$ cat src/rtl/gpio_bank_pkg.sv
package gpio_bank_pkg;

  typedef enum logic [7:0] {
    A_REV       = 8'h00,
    A_SYSCFG    = 8'h10,
    A_SYSSTAT   = 8'h14,
    A_STATUS    = 8'h18,
    A_IRQEN     = 8'h1C,
    A_CTRL      = 8'h30,
    A_DIR       = 8'h34,
    A_DIN       = 8'h38,
    A_DOUT      = 8'h3C,
    A_LOWDET    = 8'h40,
    A_HIGHDET   = 8'h44,
    A_RISEDET   = 8'h48,
    A_FALLDET   = 8'h4C,
    A_IRQEN_CLR = 8'h60,
    A_IRQEN_SET = 8'h64,
    A_WAKE_CLR  = 8'h80,
    A_WAKE_SET  = 8'h84,
    A_DOUT_CLR  = 8'h90,
    A_DOUT_SET  = 8'h94
  } reg_addr_e;

  typedef enum logic [1:0] {
    OP_NONE  = 2'd0,
    OP_WRITE = 2'd1,
    OP_SET   = 2'd2,
    OP_CLR   = 2'd3
  } upd_op_e;

  localparam int WAKE_GLB_BIT = 2;
  localparam int CTRL_W       = 2;

  // Decode one bus write into the update applied to an aliased register.
  function automatic upd_op_e pick_op(input logic we, input logic [7:0] a,
                                      input logic use_full, input logic [7:0] full_a,
                                      input logic [7:0] set_a, input logic [7:0] clr_a);
    upd_op_e op;
    op = OP_NONE;
    if (we) begin
      if (use_full && a == full_a) op = OP_WRITE;
      else if (a == set_a)         op = OP_SET;
      else if (a == clr_a)         op = OP_CLR;
    end
    return op;
  endfunction

endpackage

$ cat src/rtl/gpio_sync.sv
module gpio_sync #(
  parameter int W      = 32,
  parameter int STAGES = 2
) (
  input  logic         clk,
  input  logic         rst_n,
  input  logic [W-1:0] din,
  output logic [W-1:0] dout
);
  logic [W-1:0] stg [STAGES];

  for (genvar g = 0; g < STAGES; g++) begin : g_stage
    if (g == 0) begin : g_first
      always_ff @(posedge clk or negedge rst_n) begin
        if (!rst_n) stg[g] <= '0;
        else        stg[g] <= din;
      end
    end else begin : g_next
      always_ff @(posedge clk or negedge rst_n) begin
        if (!rst_n) stg[g] <= '0;
        else        stg[g] <= stg[g-1];
      end
    end
  end

  assign dout = stg[STAGES-1];
endmodule

$ cat src/rtl/gpio_alias_reg.sv
module gpio_alias_reg
  import gpio_bank_pkg::*;
#(
  parameter int           W   = 32,
  parameter logic [W-1:0] RST = '0
) (
  input  logic         clk,
  input  logic         rst_n,
  input  upd_op_e      op,
  input  logic [W-1:0] wdata,
  output logic [W-1:0] q
);
  logic [W-1:0] d;
  logic         en;

  always_comb begin
    en = (op != OP_NONE);
    unique case (op)
      OP_WRITE: d = wdata;
      OP_SET:   d = q | wdata;
      OP_CLR:   d = q & ~wdata;
      default:  d = q;
    endcase
  end

  always_ff @(posedge clk or negedge rst_n) begin
    if (!rst_n)  q <= RST;
    else if (en) q <= d;
  end
endmodule

$ cat src/rtl/gpio_event.sv
module gpio_event #(
  parameter int W = 32
) (
  input  logic         clk,
  input  logic         rst_n,
  input  logic [W-1:0] lvl,
  input  logic [W-1:0] low_en,
  input  logic [W-1:0] high_en,
  input  logic [W-1:0] rise_en,
  input  logic [W-1:0] fall_en,
  input  logic         clr_we,
  input  logic [W-1:0] clr_mask,
  output logic [W-1:0] status
);
  logic [W-1:0] prev_q;
  logic [W-1:0] hit;
  logic [W-1:0] status_d;

  for (genvar i = 0; i < W; i++) begin : g_pin
    logic rise_ev, fall_ev;
    assign rise_ev = lvl[i] & ~prev_q[i];
    assign fall_ev = ~lvl[i] & prev_q[i];
    assign hit[i]  = (low_en[i] & ~lvl[i]) | (high_en[i] & lvl[i]) |
                     (rise_en[i] & rise_ev) | (fall_en[i] & fall_ev);
  end

  // A new event outranks a clear aimed at the same bit.
  always_comb begin
    status_d = status;
    if (clr_we) status_d = status_d & ~clr_mask;
    status_d = status_d | hit;
  end

  always_ff @(posedge clk or negedge rst_n) begin
    if (!rst_n) begin
      prev_q <= '0;
      status <= '0;
    end else begin
      prev_q <= lvl;
      status <= status_d;
    end
  end
endmodule

$ cat src/rtl/gpio_bank_irq.sv
module gpio_bank_irq
  import gpio_bank_pkg::*;
#(
  parameter int N_PINS      = 32,
  parameter int REV_MAJOR   = 2,
  parameter int REV_MINOR   = 5,
  parameter int SYNC_STAGES = 2
) (
  input  logic              clk,
  input  logic              rst_n,
  input  logic [7:0]        bus_addr,
  input  logic              bus_we,
  input  logic [N_PINS-1:0] bus_wdata,
  output logic [N_PINS-1:0] bus_rdata,
  input  logic [N_PINS-1:0] pin_in,
  output logic [N_PINS-1:0] pin_out,
  output logic [N_PINS-1:0] pin_drive,
  output logic              irq_out,
  output logic              wake_out
);
  localparam logic [3:0] REV_HI = 4'(REV_MAJOR);
  localparam logic [3:0] REV_LO = 4'(REV_MINOR);

  // Reset: asserted asynchronously, released on a clock edge.
  logic [1:0] rst_pipe;
  logic       rst_q;
  always_ff @(posedge clk or negedge rst_n) begin
    if (!rst_n) rst_pipe <= 2'b00;
    else        rst_pipe <= {rst_pipe[0], 1'b1};
  end
  assign rst_q = rst_pipe[1];

  logic [N_PINS-1:0] din_sync;
  gpio_sync #(.W(N_PINS), .STAGES(SYNC_STAGES)) u_sync (
    .clk(clk), .rst_n(rst_q), .din(pin_in), .dout(din_sync)
  );

  upd_op_e op_dout, op_irqen, op_wake, op_dir, op_low, op_high, op_rise, op_fall;
  always_comb begin
    op_dout  = pick_op(bus_we, bus_addr, 1'b1, A_DOUT,  A_DOUT_SET,  A_DOUT_CLR);
    op_irqen = pick_op(bus_we, bus_addr, 1'b1, A_IRQEN, A_IRQEN_SET, A_IRQEN_CLR);
    op_wake  = pick_op(bus_we, bus_addr, 1'b0, A_REV,   A_WAKE_SET,  A_WAKE_CLR);
    op_dir   = (bus_we && bus_addr == A_DIR)     ? OP_WRITE : OP_NONE;
    op_low   = (bus_we && bus_addr == A_LOWDET)  ? OP_WRITE : OP_NONE;
    op_high  = (bus_we && bus_addr == A_HIGHDET) ? OP_WRITE : OP_NONE;
    op_rise  = (bus_we && bus_addr == A_RISEDET) ? OP_WRITE : OP_NONE;
    op_fall  = (bus_we && bus_addr == A_FALLDET) ? OP_WRITE : OP_NONE;
  end

  logic [N_PINS-1:0] dout_q, irqen_q, wake_en_q, dir_q, low_q, high_q, rise_q, fall_q;

  gpio_alias_reg #(.W(N_PINS), .RST('0)) u_dout  (.clk(clk), .rst_n(rst_q), .op(op_dout),  .wdata(bus_wdata), .q(dout_q));
  gpio_alias_reg #(.W(N_PINS), .RST('0)) u_irqen (.clk(clk), .rst_n(rst_q), .op(op_irqen), .wdata(bus_wdata), .q(irqen_q));
  gpio_alias_reg #(.W(N_PINS), .RST('0)) u_wake  (.clk(clk), .rst_n(rst_q), .op(op_wake),  .wdata(bus_wdata), .q(wake_en_q));
  gpio_alias_reg #(.W(N_PINS), .RST('1)) u_dir   (.clk(clk), .rst_n(rst_q), .op(op_dir),   .wdata(bus_wdata), .q(dir_q));
  gpio_alias_reg #(.W(N_PINS), .RST('0)) u_low   (.clk(clk), .rst_n(rst_q), .op(op_low),   .wdata(bus_wdata), .q(low_q));
  gpio_alias_reg #(.W(N_PINS), .RST('0)) u_high  (.clk(clk), .rst_n(rst_q), .op(op_high),  .wdata(bus_wdata), .q(high_q));
  gpio_alias_reg #(.W(N_PINS), .RST('0)) u_rise  (.clk(clk), .rst_n(rst_q), .op(op_rise),  .wdata(bus_wdata), .q(rise_q));
  gpio_alias_reg #(.W(N_PINS), .RST('0)) u_fall  (.clk(clk), .rst_n(rst_q), .op(op_fall),  .wdata(bus_wdata), .q(fall_q));

  // Configuration and control registers.
  logic              syscfg_wake_q, syscfg_wake_d, syscfg_en;
  logic [CTRL_W-1:0] ctrl_q, ctrl_d;
  logic              ctrl_en;
  always_comb begin
    syscfg_en     = bus_we && bus_addr == A_SYSCFG;
    syscfg_wake_d = bus_wdata[WAKE_GLB_BIT];
    ctrl_en       = bus_we && bus_addr == A_CTRL;
    ctrl_d        = bus_wdata[CTRL_W-1:0];
  end
  always_ff @(posedge clk or negedge rst_q) begin
    if (!rst_q) begin
      syscfg_wake_q <= 1'b0;
      ctrl_q        <= '0;
    end else begin
      if (syscfg_en) syscfg_wake_q <= syscfg_wake_d;
      if (ctrl_en)   ctrl_q        <= ctrl_d;
    end
  end

  logic [N_PINS-1:0] status_q;
  logic              stat_clr_we;
  assign stat_clr_we = bus_we && bus_addr == A_STATUS;

  gpio_event #(.W(N_PINS)) u_event (
    .clk(clk), .rst_n(rst_q), .lvl(din_sync),
    .low_en(low_q), .high_en(high_q), .rise_en(rise_q), .fall_en(fall_q),
    .clr_we(stat_clr_we), .clr_mask(bus_wdata), .status(status_q)
  );

  // Registered request outputs.
  logic irq_d, wake_d, irq_q, wake_q;
  always_comb begin
    irq_d  = |(status_q & irqen_q);
    wake_d = syscfg_wake_q & (|(status_q & wake_en_q));
  end
  always_ff @(posedge clk or negedge rst_q) begin
    if (!rst_q) begin
      irq_q  <= 1'b0;
      wake_q <= 1'b0;
    end else begin
      irq_q  <= irq_d;
      wake_q <= wake_d;
    end
  end

  assign irq_out   = irq_q;
  assign wake_out  = wake_q;
  assign pin_out   = dout_q;
  assign pin_drive = ~dir_q;

  // Read multiplexer, same-cycle.
  always_comb begin
    bus_rdata = '0;
    case (reg_addr_e'(bus_addr))
      A_REV:       bus_rdata[7:0] = {REV_HI, REV_LO};
      A_SYSCFG:    bus_rdata[WAKE_GLB_BIT] = syscfg_wake_q;
      A_SYSSTAT:   bus_rdata[0] = rst_q;
      A_STATUS:    bus_rdata = status_q;
      A_IRQEN, A_IRQEN_CLR, A_IRQEN_SET: bus_rdata = irqen_q;
      A_CTRL:      bus_rdata[CTRL_W-1:0] = ctrl_q;
      A_DIR:       bus_rdata = dir_q;
      A_DIN:       bus_rdata = din_sync;
      A_DOUT, A_DOUT_CLR, A_DOUT_SET:    bus_rdata = dout_q;
      A_LOWDET:    bus_rdata = low_q;
      A_HIGHDET:   bus_rdata = high_q;
      A_RISEDET:   bus_rdata = rise_q;
      A_FALLDET:   bus_rdata = fall_q;
      A_WAKE_CLR, A_WAKE_SET:            bus_rdata = wake_en_q;
      default:     bus_rdata = '0;
    endcase
  end
endmodule

$ cat config.mk
export PLATFORM = sky130hd
export DESIGN_NAME = gpio_bank_irq
export DESIGN_NICKNAME = d
export VERILOG_FILES = /design/src/rtl/gpio_bank_pkg.sv /design/src/rtl/gpio_sync.sv /design/src/rtl/gpio_alias_reg.sv /design/src/rtl/gpio_event.sv /design/src/rtl/gpio_bank_irq.sv
export SDC_FILE = /design/constraint.sdc
export NUM_CORES = 1
export LEC_CHECK = 0
export BUFFER_PORTS_ARGS = -buffer_cell sky130_fd_sc_hd__buf_4
export CAP_MARGIN = 0
export CORE_ASPECT_RATIO = 0.7
export CORE_MARGIN = 4
export CORE_UTILIZATION = 40
export DETAILED_ROUTE_END_ITERATION = 10
export RECOVER_POWER = 25
export SLEW_MARGIN = 20
export SYNTH_ARGS = -nofsm -noshare
export SYNTH_HDL_FRONTEND = slang
export SYNTH_SLANG_ARGS = --single-unit
$ cat constraint.sdc
create_clock -name clk -period 17.2 [get_ports clk]
set_clock_uncertainty 0.1 [all_clocks]
set_input_delay 3.44 -clock clk [delete_from_list [all_inputs] [get_ports clk]]
set_output_delay 3.44 -clock clk [all_outputs]
set_load 0.005 [all_outputs]
# Yosys cells after proc, flatten, opt, wreduce, memory -nomap -nowiden
# Cells that the tools add are included.
[classes]
n_bitwise = 375
reduce_logical = 38
n_eq_ne = 42
n_mux = 30
[ops]
columns = ["cell", "count"]
rows = [
  ["$pmux W32 S3", 8],
  ["$and A32 B32 Y32", 11],
  ["$or A32 B32 Y32", 9],
  ["$pmux W24 S10", 1],
  ["$and A1 B1 Y1", 193],
  ["$or A1 B1 Y1", 96],
  ["$not A1 Y1", 64],
  ["$not A32 Y32", 2],
  ["$reduce_or A32 Y1", 2],
  ["$pmux W5 S11", 1],
  ["$eq A8 B7 Y1 const B", 6],
  ["$eq A8 B5 Y1 const B", 4],
  ["$eq A8 B6 Y1 const B", 4],
  ["$eq A8 B8 Y1 const B", 4],
  ["$mux W32", 1],
  ["$reduce_bool A3 Y1", 8],
  ["$mux W2", 11],
  ["$eq A1 B2 Y1 const B", 10],
  ["$reduce_and A2 Y1", 8],
  ["$reduce_bool A2 Y1", 8],
  ["$pmux W1 S13", 1],
  ["$eq A2 B2 Y1 const B", 6],
  ["$pmux W1 S12", 1],
  ["$pmux W1 S11", 1],
  ["7 further kinds", 25],
]
[word_totals]
input_bits = 75
regBits = 391
elab_cells = 502
out_inout_bits = 98

# Depth between registers and ports, before layout
# Gate-level depths: netlist of run 1.
[depth]
ltp_word = 8
depth_mapped = 8
ltp_nobuf = 4

# Hierarchy
# Synthesis of run 1 repeated with hierarchy kept, for this count alone.
[unflattened]
hier_cells = 2240
area_unflattened_um2 = 25044.0
[by_module_without_submodules]
columns = ["module", "seq_area_each_um2", "n_inst", "cells_per_inst", "area_each_um2"]
rows = [
  ["gpio_alias_reg (u_dout ...)", 800.8, 7, 175, 2102.0],
  ["gpio_bank_irq", 175.2, 1, 485, 3629.7],
  ["gpio_event", 1601.5, 1, 259, 2716.4],
  ["gpio_alias_reg (u_dir)", 840.8, 1, 175, 2142.1],
  ["gpio_sync", 1601.5, 1, 96, 1841.8],
]

# Least setup slack after synthesis of run 1
# OpenSTA, ideal clock, no wires.
[synth_path]
kind = "reg2out"
startpoint = "register rst_pipe[1]"
endpoint = "output port bus_rdata[0]"
arrival_ps = 9476
path_buffers = 0
setup_slack_ps = 4184
required_ps = 13660
path_stages_with_launch = 5
path_cell_list = "dfrtp_1 > nand3_1 > o21ai_0 > a22oi_1 > o211ai_1"
[synth_between]
elab_chain_len = 1
[synth_lines]
columns = ["element", "line_no", "text"]
rows = [
  ["from (decl)", "gpio_bank_irq.sv:25", "logic [1:0] rst_pipe;"],
  ["from (signal assigned)", "gpio_bank_irq.sv:29", "else rst_pipe <= {rst_pipe[0], 1'b1};"],
  ["$pmux W1 S13", "gpio_bank_irq.sv:115", "case (reg_addr_e'(bus_addr))"],
  ["to (decl)", "gpio_bank_irq.sv:14", "output logic [N_PINS-1:0] bus_rdata,"],
]
# No other way between the ends.

==> results of run 1 <==
==> power groups by stage <==
stage | sequential [W] | combinational (W) | clock (W)
2_1_floorplan | 0.00104 | 0.000102 | 0
3_3_place_gp | 0.00105 | 0.000187 | 0
3_5_place_dp | 0.00105 | 0.000190 | 0
4_1_cts | 0.00103 | 0.000191 | 0.000896
5_1_grt | 0.00104 | 0.000210 | 0.000937
6_report | 0.00104 | 0.000192 | 0.000880
==> synthesized netlist by cell type, types with 27 or more instances <==
cell      number
mux2_2       164
buf_2         37
nand2_1      106
dfstp_2       32
clkbuf_1      85
a21o_1        29
inv_1         70
dfrtp_1      359
mux2i_1       54
nand3_1       69
a22o_1        33
a22oi_1       57
a211oi_1      32
a221o_1       27
a21oi_1      136
==> placed cells by master (no fill, tap or decap), drive strengths merged, types with 8 or more instances in the layout <==
cell       n
dfrtp    359
buf      204
mux2     171
a21oi    137
nand2    106
inv       71
nand3     69
clkbuf    65
a22oi     57
mux2i     54
a22o      33
a211oi    32
dfstp     32
nor3b     31
a21o      29
a221o     27
a222oi    24
nand4     17
nor2      14
o2bb2ai   13
a32oi     12
a221oi    11
nand2b    11
nor3      11
o32ai      8
==> layout make-up <==
type / instances / area, µm²
Clock inverter: 9 / 101
Inverter: 71 / 267
Multi-Input combinational cell: 955 / 7530
Sequential cell: 391 / 9820
Antenna cell: 1 / 2.50
Fill cell: 3945 / 22900
Clock buffer: 63 / 1210
Timing Repair Buffer: 206 / 1540
Tap cell: 594 / 743
==> final timing paths <==
kind	depth (start not counted)	start	endpoint
max in group clk	7	bus_addr[2]	bus_rdata[16]
worst max-delay path	1	rst_pipe[1]	u_event.prev_q[11]
min in group asynchronous	0	rst_pipe[1]	u_low.q[5]
worst min-delay path	0	u_sync.stg[32]	u_sync.dout[0]
worst min register to register	0	u_sync.stg[32]	u_sync.dout[0]
worst max register to register	1	rst_pipe[1]	u_event.prev_q[11]
==> metrics by stage <==
stage,cells,cell area (µm²)
global route,2290,21200
global placement,2217,19900
floorplan,1550,18000
detailed placement,2217,19900
finish,2290,21200
CTS,2289,21200
==> per-layer routing <==
| layer | up-vias | wire length, µm | track usage (%) |
|---|---|---|---|
| li1 | 6028 | - | - |
| met1 | 7285 | 26600 | 36.9 |
| met2 | 814 | 27500 | 38.4 |
| met4 | 0 | 2040 | 8.36 |
| met5 | - | 0 | 0 |
| met3 | 137 | 7070 | 6.99 |
==> registers in the layout, indices dropped and copies added (netlist names) <==
signal          cells
irq_out             1
u_event.prev_q     32
u_event.status     32
syscfg_wake_q       1
ctrl_q              2
u_irqen.q          32
u_low.q            32
u_fall.q           32
u_high.q           32
u_wake.q           32
u_dout.q           32
u_sync.stg         32
u_rise.q           32
u_dir.q            32
u_sync.dout        32
wake_out            1
rst_pipe            2
==> cell families after synthesis <==
logic type / Yosys count
flip-flops: 391
multiplexers: 228
AND/OR/NAND/NOR: 313
buffers and inverters: 204
other: 1
AO/OA/AOI/OAI: 413
==> summary.txt, run 1 <==
Floorplanning
  • Initial Utilization: 40.9%
  • Die Area: 48600 µm²
  • Row cnt: 64
  • CORE AREA: 44100 µm²
  • DIE HEIGHT: 186 µm
  • IO Pins: 173
  • Die Span X: 262 µm

CTS
  • Num Clock Sinks: 391
  • CTS tree: built
  • Post_cts resized: 0
  • Clock slew at reported path FFs: 0.06 ns
  • Skew-Pair Late Insertion Delay: 0.56 ns
  • Hold_buf cts: 0
  • Cts bufs inserted: 40
  • Post-CTS setup buffers: 0
  • Root Buffer Master: clkbuf_16
  • H-tree depth: 2
  • CTS max path bufs: 3

Logic synthesis
  • Post-Synth Adder-Cell Area: 0%
  • Syn Inst Count: 1550
  • Post-Syn Nets: 1625
  • Yosys top cell by area: dfrtp_1
  • Synth cell types: 69
  • Seq/Total Area, Yosys: 54.4%
  • Top cell type's share of synthesized area: 49.8%
  • Post-synth EDFFs: 0
  • Yosys Warn Count: 0
  • Post-synthesis mux area share: 14.0%
  • Main combinational cell family by area after synthesis: compound AO/OA/AOI/OAI gates
  • Xor-xnor portion of the synthesized cell area: 0%
  • Dominant cells by area after synthesis: dfrtp_1 (50%), mux2_2 (10%), dfstp_2 (4.7%), a21oi_1 (3.8%), mux2i_1 (3.0%)
  • Post-synthesis register bit count: 391
  • Ys flop type: dfrtp_1
  • Compound-Gate Fraction of Synth Area: 16.6%
  • Cell Area, Synth: 18000 µm²
  • Post-Synth Simple-Gate Area: 10.2%
  • Asr flop ratio synth: 100%
  • Mapped Avg Cell Area: 11.6 µm²

STA
  • Unrepaired setup endpoints after global routing: false
  • Tmin final: 10.33 ns
  • Worst-Margin Slew: 9.21 ns
  • Achievable Freq: 96.8 MHz
  • Tcrit/Tclk final: 60.1%
  • Final max-slew violation count: 268
  • Final WS setup: 6.87 ns
  • Final hold slack: 0.240 ns
  • Endpoints failing setup: 0
  • Fin. Hold Viols: 0
  • TNS Setup: 0 ns
  • Slew headroom: -514%

Detailed routing
  • DRT Wirelength: 63.2 mm
  • DR vias/cell: 6.23
  • DRC: 0
  • DR pass1 iterations: 8
  • Routed Antenna Nets: 0
  • DR iter-0 viols: 1825
  • Drt wl/cell: 27.6 µm
  • Via count: 14.3k

Pwr
  • Sequential cell fraction of total power: 49.1%
  • Gate power share: 9.1%
  • Leakage: 9.50 nW
  • Pwr/cell area: 99.3 nW/µm²
  • Internal power: 0.00157 W
  • Peak supply drop: 0.0562 mV
  • Switching portion of total power: 25.3%
  • Clk network pwr share: 41.8%
  • Power Total: 0.00211 W
  • Psw: 0.000532 W

Finish
  • Nets: 1740
  • Area Growth Syn to Fin: 17.6%
  • Final Util: 48.1%
  • Layout cells sized above 1: 30.7%

GRT
  • Gr usage total: 25.8%
  • Total grt overflow: 0
  • First-pass GRT wire length: 94.0 mm
  • Largest net degree at the start of global routing: 174
  • Initial antenna violation count: 1
  • Number of global-route vias before repair: 14.2k

Hold path
  • Hold crit path type: reg -> reg

Placement
  • Worst slack, placed: 7.28 ns
  • HPWL Detailed: 41.5 mm
  • Port Buf Inserts: 172
  • GP Congestion: 0.892

Worst setup path
  • Crit-path cells: clkbuf_1
  • Startpoint types: flop
  • Endpoint class of the critical path: async pin
  • CP top delay family: buffers and inverters
  • Arr. time, crit path: 8.55 ns
  • Crit path kind: reg -> async
  • R2R Setup Slk: 6.87 ns
  • Cell at the slowest stage of the critical path: clkbuf_1
  • WP buf/inv: 1
  • CP required: 15.42 ns
  • Crit-path max cell delay: 6.47 ns
  • Crit-path max FO: 173

Job
  • Max Cap Violations: 3

Outcome
  • Violated checks: capacitance limit, slew limit
  • Status: finished with violations
Power figures use the tool's default switching activity.
==> run 2: changes to the inputs <==
==> constraint.sdc (replaced) <==
create_clock -name clk -period 10.7 [get_ports clk]
set_clock_uncertainty 0.1 [all_clocks]
set_input_delay 2.14 -clock clk [delete_from_list [all_inputs] [get_ports clk]]
set_output_delay 2.14 -clock clk [all_outputs]
set_load 0.005 [all_outputs]
==> summary.txt, run 2 (same netlist as run 1, synthesis figures left out) <==
CTS
  • Clock slew at reported path FFs: 0.07 ns (was 0.06 ns)
  • Hold_buf cts: 0 (unchanged)
  • Post_cts resized: 0 (unchanged)
  • CTS tree: built (unchanged)
  • Post-CTS setup buffers: 0 (unchanged)
  • H-tree depth: 2 (unchanged)
  • CTS max path bufs: 3 (unchanged)
  • Num Clock Sinks: 391 (unchanged)
  • Cts bufs inserted: 40 (unchanged)
  • Skew-Pair Late Insertion Delay: 0.56 ns (about the same)
  • Root Buffer Master: clkbuf_16 (unchanged)

Detailed routing
  • Routed Antenna Nets: 0 (unchanged)
  • DR pass1 iterations: 9 (was 8)
  • DRC: 0 (unchanged)
  • Via count: 14.3k (about the same)
  • DR iter-0 viols: 1794 (was 1825)
  • Drt wl/cell: 27.7 µm (was 27.6 µm)
  • DRT Wirelength: 63.4 mm (was 63.2 mm)
  • DR vias/cell: 6.23 (about the same)

Pwr
  • Power Total: 0.00334 W (was 0.00211 W)
  • Pwr/cell area: 158 nW/µm² (was 99.3 nW/µm²)
  • Peak supply drop: 0.116 mV (was 0.0562 mV)
  • Leakage: 9.48 nW (was 9.50 nW)

Finish
  • Sequential Area: 9820 µm² (unchanged)
  • Area Growth Syn to Fin: 17.4% (was 17.6%)
  • # fillers: 4018 (was 3945)
  • Most common cell after layout, fill and taps aside: dfrtp_1 (unchanged)
  • Nets: 1742 (was 1740)
  • Multi-input logic area: 7530 µm² (about the same)
  • Final Util: 48.0% (was 48.1%)
  • Layout cells sized above 1: 30.6% (was 30.7%)
  • Commonest non-fill, non-tap cells in the layout: dfrtp_1 (359), buf_4 (204), mux2_2 (164), a21oi_1 (135), nand2_1 (106) (was dfrtp_1 (359), buf_4 (203), mux2_2 (164), a21oi_1 (135), nand2_1 (106))
  • Post-Layout Cell Count: 2293 (was 2290)

Floorplanning
  • DIE HEIGHT: 186 µm (unchanged)
  • Die Area: 48600 µm² (unchanged)
  • Row cnt: 64 (unchanged)
  • Die Span X: 262 µm (unchanged)
  • IO Pins: 173 (unchanged)
  • CORE AREA: 44100 µm² (unchanged)
  • Initial Utilization: 40.9% (unchanged)

Placement
  • HPWL Detailed: 42.2 mm (was 41.5 mm)
  • Cells after DPL: 2219 (was 2217)
  • GP Congestion: 0.912 (was 0.892)
  • Port Buf Inserts: 172 (unchanged)

GRT
  • Gr usage total: 25.7% (was 25.8%)
  • Initial antenna violation count: 2 (was 1)
  • Largest net degree at the start of global routing: 78 (was 174)
  • Number of global-route vias before repair: 14.2k (about the same)
  • Total grt overflow: 0 (unchanged)
  • First-pass GRT wire length: 93.3 mm (was 94.0 mm)

STA
  • Endpoints failing setup: 0 (unchanged)
  • Unrepaired setup endpoints after global routing: false (unchanged)
  • Tcrit/Tclk final: 69.4%
  • Final max-slew violation count: 193 (was 268)
  • Achievable Freq: 135 MHz
  • Worst-Margin Slew: 4.03 ns (was 9.21 ns)
  • Tmin final: 7.42 ns
  • TNS Setup: 0 ns (unchanged)
  • Slew headroom: -169% (was -514%)
  • Fin. Hold Viols: 0 (unchanged)

Worst setup path
  • Endpoint class of the critical path: primary output (was async pin)
  • Arr. time, crit path: 5.18 ns (was 8.55 ns)
  • Crit path kind: in -> out (was reg -> async)
  • Crit-path max FO: 41 (was 173)
  • Startpoint types: primary input (was flop)
  • CP required: 8.46 ns (was 15.42 ns)

Outcome
  • Status: finished with violations (unchanged)
  • Violated checks: capacitance limit, slew limit (unchanged)

Job
  • Max Cap Violations: 3 (unchanged)

Hold path
  • Hold crit path type: reg -> async (was reg -> reg)
[run 2: final timing paths]
| check | start | end | slack [ns] | depth (start not counted) |
|---|---|---|---|---|
| worst min-delay path | rst_pipe[1] | u_wake.q[4] | 0.25 | 0 |
| worst max-delay path | bus_addr[2] | bus_rdata[29] | 3.28 | 7 |
| max in group asynchronous | rst_pipe[1] | u_low.q[13] | 5.91 | 1 |
| worst min register to register | rst_pipe[1] | u_wake.q[4] | 0.25 | 0 |
| min in group clk | u_sync.stg[40] | u_sync.dout[8] | 0.25 | 0 |
| worst max register to register | rst_pipe[1] | u_low.q[13] | 5.91 | 1 |
[run 2: area by class of cell]
type                    count  area share (%)
diodes                      2          0.0236
flip-flops and latches    391            46.4
well taps                 594            3.51
clock buffers              62            5.59
clock inverters            10           0.378
inverters                  71            1.26
repair buffers            208            7.30
multi-input cells         955            35.6
[run 2: critical path: stages]
cell	delay, ns
buf_4	0.43
nor4bb_1	0.96
a2bb2o_4	0.45
buf_4	0.52
a221oi_1	0.19
o211ai_1	0.23
buf_4	0.17
[run 2: through the flow]
stage | hold slack [ns] | setup slack [ns] | area (µm²)
final | 0.248 | 3.28 | 21200
after global routing | 0.259 | 3.21 | 21200
after CTS | 0.112 | 3.32 | 21200
after detailed placement | 0.122 | 3.36 | 19900
after global placement | 0.121 | 3.44 | 19900
after floorplan | 0.231 | 2.95 | 18000
[run 2: where the power goes]
part	total [W]	internal [W]	switching [W]
sequential	0.00166	0.00157	0.0000914
combinational	0.000311	0.000137	0.000174
clock	0.00137	0.000766	0.000605
total	0.00334	0.00247	0.000870
[run 2: per-layer routing]
layer | vias to the layer above | GRT usage [%] | share of wire [%]
met1 | 7282 | 35.9 | 42
met4 | 4 | 8.77 | 3.7
met2 | 800 | 38.1 | 43
met5 | - | 1.39 | 0.14
li1 | 6032 | - | -
met3 | 158 | 8.00 | 11
